[src/rtl/pfail_guard.sv]
module pfail_guard #(
  parameter int FILT_LEN   = 8,
  parameter int REC_CYCLES = 250000
) (
  input  logic clk,
  input  logic rst_n,
  input  logic factory_rst_n,
  input  logic vcc_full,
  input  logic vcc_low,
  input  logic vcc_bat_ok,
  input  logic vcc_seal,
  input  logic ce_n_in,
  input  logic we_n_in,
  input  logic oe_n_in,
  output logic ce_n_mem,
  output logic we_n_mem,
  output logic oe_n_mem,
  output logic wprot,
  output logic out_dis,
  output logic src_bat,
  output logic bat_armed
);
  localparam int NFLAG = 4;
  localparam int FW = $clog2(FILT_LEN + 1);
  localparam int RW = $clog2(REC_CYCLES + 1);
  localparam logic [FW-1:0] FMAX = FW'(FILT_LEN - 1);
  localparam logic [RW-1:0] RMAX = RW'(REC_CYCLES - 1);
  localparam logic [NFLAG-1:0] SAFE = 4'b0010;

  typedef enum logic [2:0] {
    ST_SEALED, ST_OK, ST_PROT, ST_BATT, ST_REC
  } pstate_e;

  logic sys_rst_n;
  logic [NFLAG-1:0] raw, filt;
  logic f_full, f_low, f_bat, f_seal;
  pstate_e st;
  logic [RW-1:0] rcnt;
  logic armed_q;

  assign sys_rst_n = rst_n & factory_rst_n;
  assign raw = {vcc_seal, vcc_bat_ok, vcc_low, vcc_full};

  for (genvar g = 0; g < NFLAG; g++) begin : g_flt
    logic s1, s2, f;
    logic [FW-1:0] cnt;
    always_ff @(posedge clk or negedge sys_rst_n) begin
      if (!sys_rst_n) begin
        s1 <= SAFE[g];
        s2 <= SAFE[g];
        f <= SAFE[g];
        cnt <= '0;
      end else begin
        s1 <= raw[g];
        s2 <= s1;
        if (s2 == f) begin
          cnt <= '0;
        end else if (cnt == FMAX) begin
          f <= s2;
          cnt <= '0;
        end else begin
          cnt <= cnt + 1'b1;
        end
      end
    end
    assign filt[g] = f;
  end

  assign {f_seal, f_bat, f_low, f_full} = filt;

  always_ff @(posedge clk or negedge factory_rst_n) begin
    if (!factory_rst_n) armed_q <= 1'b0;
    else if (f_seal) armed_q <= 1'b1;
  end

  always_ff @(posedge clk or negedge sys_rst_n) begin
    if (!sys_rst_n) begin
      st <= ST_PROT;
      rcnt <= '0;
    end else begin
      unique case (st)
        ST_SEALED: if (armed_q) st <= ST_PROT;
        ST_PROT: begin
          rcnt <= '0;
          if (!armed_q) st <= ST_SEALED;
          else if (!f_bat) st <= ST_BATT;
          else if (f_full && !f_low) st <= ST_REC;
        end
        ST_BATT: if (f_bat) st <= ST_PROT;
        ST_REC: begin
          if (!f_full || f_low) begin
            st <= ST_PROT;
          end else if (rcnt == RMAX) begin
            st <= ST_OK;
          end else begin
            rcnt <= rcnt + 1'b1;
          end
        end
        ST_OK: if (f_low) st <= ST_PROT;
        default: st <= ST_PROT;
      endcase
    end
  end

  assign wprot = (st != ST_OK);
  assign out_dis = wprot;
  assign src_bat = (st == ST_BATT) && armed_q;
  assign bat_armed = armed_q;
  assign ce_n_mem = ce_n_in | wprot;
  assign we_n_mem = we_n_in | wprot;
  assign oe_n_mem = oe_n_in | out_dis;
endmodule

[config.mk]
export PLATFORM = sky130hd
export DESIGN_NAME = pfail_guard
export DESIGN_NICKNAME = d
export VERILOG_FILES = /design/src/rtl/pfail_guard.sv
export SDC_FILE = /design/constraint.sdc
export NUM_CORES = 1
export LEC_CHECK = 0
export ABC_AREA = 1
export BUFFER_PORTS_ARGS = -buffer_cell sky130_fd_sc_hd__buf_2
export CAP_MARGIN = 20
export CORE_MARGIN = 2
export CORE_UTILIZATION = 45
export CTS_CLUSTER_DIAMETER = 30
export DETAILED_ROUTE_END_ITERATION = 6
export GPL_TIMING_DRIVEN = 0
export SLEW_MARGIN = 10
export SYNTH_ARGS = -nofsm -noshare
export SYNTH_HDL_FRONTEND = slang
export SYNTH_SLANG_ARGS = --single-unit
[constraint.sdc]
create_clock -name clk -period 2.5 [get_ports clk]
set_input_delay 0.25 -clock clk [delete_from_list [all_inputs] [get_ports clk]]
set_output_delay 0.25 -clock clk [all_outputs]
set_load 0.05 [all_outputs]
# Yosys cells after proc, flatten, opt, wreduce, memory -nomap -nowiden
# Cells that the tools add are included.
[op_classes]
add_sub_neg = 5
n_reduce_logical = 13
eq_ne = 21
n_mux = 20
bitwise = 8
[ops]
columns = ["op", "count"]
rows = [
  ["$mux 18", 2],
  ["$pmux 18 s2", 1],
  ["$mux 4", 8],
  ["$mux 3", 8],
  ["$add 18x1->18 const B", 1],
  ["$eq 18x18->1 const B", 1],
  ["$add 4x1->4 const B", 4],
  ["$eq 4x3->1 const B", 4],
  ["$pmux 3 s5", 1],
  ["$ne 2x2->1 const B", 5],
  ["$reduce_and 2->1", 4],
  ["$eq 3x2->1 const B", 2],
  ["$reduce_and 5->1", 1],
  ["$eq 1x1->1", 4],
  ["$ne 4x4->1 const B", 1],
  ["$not 1->1", 4],
  ["$eq 3x1->1 const B", 1],
  ["$eq 3x3->1 const B", 1],
  ["$logic_not 3->1", 1],
  ["$ne 3x1->1 const B", 1],
  ["$ne 3x3->1 const B", 1],
  ["$or 1x1->1", 3],
  ["$reduce_and 3->1", 1],
  ["$logic_and 1x1->1", 2],
  ["other kinds (4)", 5],
]
[totals]
output_inout_bits = 7
elab_cells = 86
ff_bits = 50
in_bits = 10

# Longest topological paths before layout
[logic_depth]
depth_word = 6
depth_mapped = 10
ltp_nobuf = 9

# Least setup slack after synthesis
# OpenSTA, ideal clock, no wires.
[synth_timing]
path_type = "register -> output"
from = "reg armed_q (netlist: bat_armed)"
to = "out src_bat"
t_required_ns = 2.250
path_buffers = 0
stages_incl_launch_ff = 3
path_slack_ns = 0.007
t_arrival_ns = 2.243
cell_sequence = "dfrtp_1 inv_1 nor4_1"
[synth_between]
elab_chain_len = 1
[synth_rtl]
columns = ["element", "line_no", "text"]
rows = [
  ["from (decl)", "39", "logic armed_q;"],
  ["from (signal assigned)", "72", "if (!factory_rst_n) armed_q <= 1'b0;"],
  ["from (signal assigned)", "73", "else if (f_seal) armed_q <= 1'b1;"],
  ["$logic_and 1x1->1", "107", "assign src_bat = (st == ST_BATT) && armed_q;"],
  ["to (decl)", "20", "output logic src_bat,"],
]
# No other way between the ends.

# Final worst setup path
[layout_timing]
from = "reg st[0]"
to = "out we_n_mem"
[layout_between]
elab_chain_len = 2
[layout_rtl]
columns = ["element", "line_no", "text"]
rows = [
  ["from (decl)", "37", "pstate_e st;"],
  ["from (signal assigned)", "78", "st <= ST_PROT;"],
  ["from (signal assigned)", "82", "ST_SEALED: if (armed_q) st <= ST_PROT;"],
  ["from (signal assigned)", "85", "if (!armed_q) st <= ST_SEALED;"],
  ["$ne 3x1->1", "105", "assign wprot = (st != ST_OK);"],
  ["$or 1x1->1", "110", "assign we_n_mem = we_n_in | wprot;"],
  ["to (decl)", "16", "output logic we_n_mem,"],
]
# No other way between the ends.

==> impl_metrics.toml <==
[status]
outcome = "complete, no violations"

[setup_path]
timing.rr.end = "rcnt[15]$_DFFE_PN0P_"
startpoint = "st[0]$_DFFE_PN0P_"
r2r-start = "rcnt[0]$_DFFE_PN0P_"
worst_setup_path_end_kind = "output port"
critPathKind = "reg -> out"
cp-endpoint = "we_n_mem"
startpoint_type = "flop"
reg2reg_depth = 7
regToRegSetupSlack_ns = 0.63
required_ns = 2.25
cp_max_fo = 5
crit_arrival_ns = 1.67

[power]
p_clk_frac = 0.202
vdd_drop_max_v = 0.0005145
p_per_area_nw_per_um2 = 828.5
p_int_mw = 1.446
combPwrFrac = 0.350
p_leak_nw = 1.288
p_sw_mw = 0.9356
power_frac_seq = 0.448
swShare = 0.3929

[yosys]
synth-seq-cells = 50
yosys.area.top_type_share = 0.4479
synth_area_um2 = 2570
yosysTopAreaCell = "dfrtp_1"
ys_warn_count = 0
syn_inst = 304
synth_edf_count = 0
ys_seq_area_frac = 0.4888
async_flop_share = 1.000
synth.avg_cell_area_um2 = 8.454
netlist_top_cells_count = "70 x nand2_1, 56 x nor2_1, 46 x dfrtp_1"
synth.distinct_cells = 34
synthMostInstantiatedCell = "nand2_1"
syn-num-nets = 319
synth_area_leaders = "dfrtp_1 45%, nand2_1 10%, nor2_1 8.2%, xor2_1 4.4%, inv_1 4.4%"
synth_ff_type = "dfrtp_1"

[placement]
gp_congestion = 0.9016
hpwl_um = 3519
port_buffers = 16
dp.cells = 393

[timing]
layout_worst_path_cycle_share = 0.7684
rsz0062_at_grt = "false"
layout_min_cycle_time_ns = 1.921
hold_viol = 0
relSlewSlack = 0.6987
setup_violations = 0
setup-tns-final_ns = 0
fmax_mhz = 520.5
skew_ns = 0.01257
worstMarginPinSlew_ns = 0.4513
slew_viol_final = 0

[floorplan]
core_area_um2 = 5507
dieWidth_um = 79.57
die_h_um = 79.57
fp-row-count = 27
dieArea_um2 = 6331
initial_core_util = 0.4667
top_level_ports = 17

[clock_tree]
cts_buffers = 5
cts_num_sinks = 50
cts_tree = "done"
clock_path_buffers = 2
clk_pin_slew_ns = 0.09
clkLatencyLatePin_ns = 0.31
cts_resized = 0
clock_tree.root_cell = "clkbuf_8"
htreeDepth = 2

[route]
drt-vias-per-instance = 4.772
wl_per_cell_um = 11.68
drt.antenna.violating_nets = 0
drc = 0
via_count = 1923
wl_um = 4706
first_pass_iters = 4
dr.first_iter.drc_count = 90

[global_route]
grt_pass1_vias = 2041
grt_max_degree = 31
antenna_found_initial = 0
gr-usage-all-layers = 0.1767
grt_overflow_total = 0
grt_pass1_wl_um = 8859

[run]
drv_cap = 0

[cells_and_area]
fin_cells = 403
n_antenna_cell = 0
syn_to_final_growth_pct = 11.83
fin_nets = 345
drive_gt1_frac = 0.1450

[worst_hold_path]
hp-class = "in -> reg"
-- area by class of cell --
class	instances	area [um2]
tap	72	90.09
clock inverter	3	25.02
timing repair buffer	19	120.1
buffer	4	33.78
fill	550	2633
inverter	30	112.6
multi-input combinational	220	1167
sequential	50	1256
clock buffer	5	68.82
-- power by group through the flow --
| stage | registers (mW) | logic [mW] | clock network [mW] |
|---|---|---|---|
| after floorplan | 1.07 | 0.665 | 0 |
| after global placement | 1.08 | 0.826 | 0 |
| after detailed placement | 1.08 | 0.841 | 0 |
| after CTS | 1.07 | 0.846 | 0.504 |
| after global routing | 1.09 | 0.952 | 0.535 |
| final | 1.07 | 0.834 | 0.481 |
-- worst min-delay path by stage --
stage	start	to	slack [ns]	depth (start not counted)
floorplan	factory_rst_n	bat_armed$_DFFE_PN0P_	-0.05	0
global placement	factory_rst_n	bat_armed$_DFFE_PN0P_	0.03	1
detailed placement	factory_rst_n	bat_armed$_DFFE_PN0P_	0.03	1
CTS	vcc_low	g_flt[1].s1$_DFF_PN1_	0.02	1
global route	vcc_low	g_flt[1].s1$_DFF_PN1_	0.01	1
finish	vcc_low	g_flt[1].s1$_DFF_PN1_	0.03	1
-- what timing repair did --
| action | in CTS | in global routing |
|---|---|---|
| buffers inserted | 0 | 0 |
| hold buffers | 2 | 0 |
| endpoints found under the hold margin | 20 | 0 |
-- logic make-up (layout without fill, tap and decap cells) --
group                      count (synthesis)  count (layout)  synth area share
xor gates and xnor gates                  23              23           0.07838
and+or+nand+nor                          172             172            0.3004
AOI/OAI and AO/OA                         19              19           0.04674
muxes                                      1               1          0.004381
DFF                                       50              50            0.4888
adders and majority gates                  5               5           0.02434
buffers and inverters                     34              61           0.05696
-- cell usage in the layout, fill, tap and decap left out, types with 2 or more instances in the layout --
master          n
xor2_1         13
xnor2_1        10
nand2_4         2
and2_1          2
a21oi_1         4
nor3_1          4
o21bai_1        2
nand3b_1        4
nand4_1         2
buf_2          16
ha_1            5
or2_2           3
nand3_1        21
dfstp_2         4
inv_1          29
nor2_1         56
nor3_2          2
dfrtp_1        46
nand2_1        70
o21ai_0         8
clkbuf_8        5
dlygate4sd3_1   2
buf_6           2
-- sequential cells by signal, indices dropped and copies added, names as in the netlist --
| signal | cells |
|---|---|
| bat_armed | 1 |
| g_flt.s2 | 4 |
| f_low | 1 |
| st | 3 |
| rcnt | 18 |
| f_seal | 1 |
| f_bat | 1 |
| f_full | 1 |
| g_flt.s1 | 4 |
| g_flt.cnt | 16 |
-- critical path, cell delays in order, from the launching register on --
cell	delay (ns)
dfrtp_1	0.44
inv_1	0.08
nor3_1	0.24
inv_1	0.13
or2_2	0.28
buf_2	0.21
-- through the flow --
stage	cell area [um2]	utilization	setup WS (ns)	hold slack (ns)	total power, mW
4_1_cts	2874	0.5219	0.5584	0.02063	2.418
2_1_floorplan	2570	-	0.006521	-0.04559	1.733
6_report	2874	0.5219	0.5789	0.03485	2.381
3_3_place_gp	2740	0.4976	0.3612	0.03314	1.902
3_5_place_dp	2760	0.5013	0.6673	0.03409	1.924
5_1_grt	2874	0.5219	0.4113	0.01179	2.580
-- routing by layer --
metal	global-route usage	part of all wire	wire, um	vias up
li1	-	-	-	1005
met1	0.2251	0.50	2331	892
met2	0.2975	0.46	2174	16
met3	0.03733	0.022	105	10
met4	0.06034	0.020	94	0
met5	0	0	0	-
Note: power is estimated with default switching activity, not from simulation.
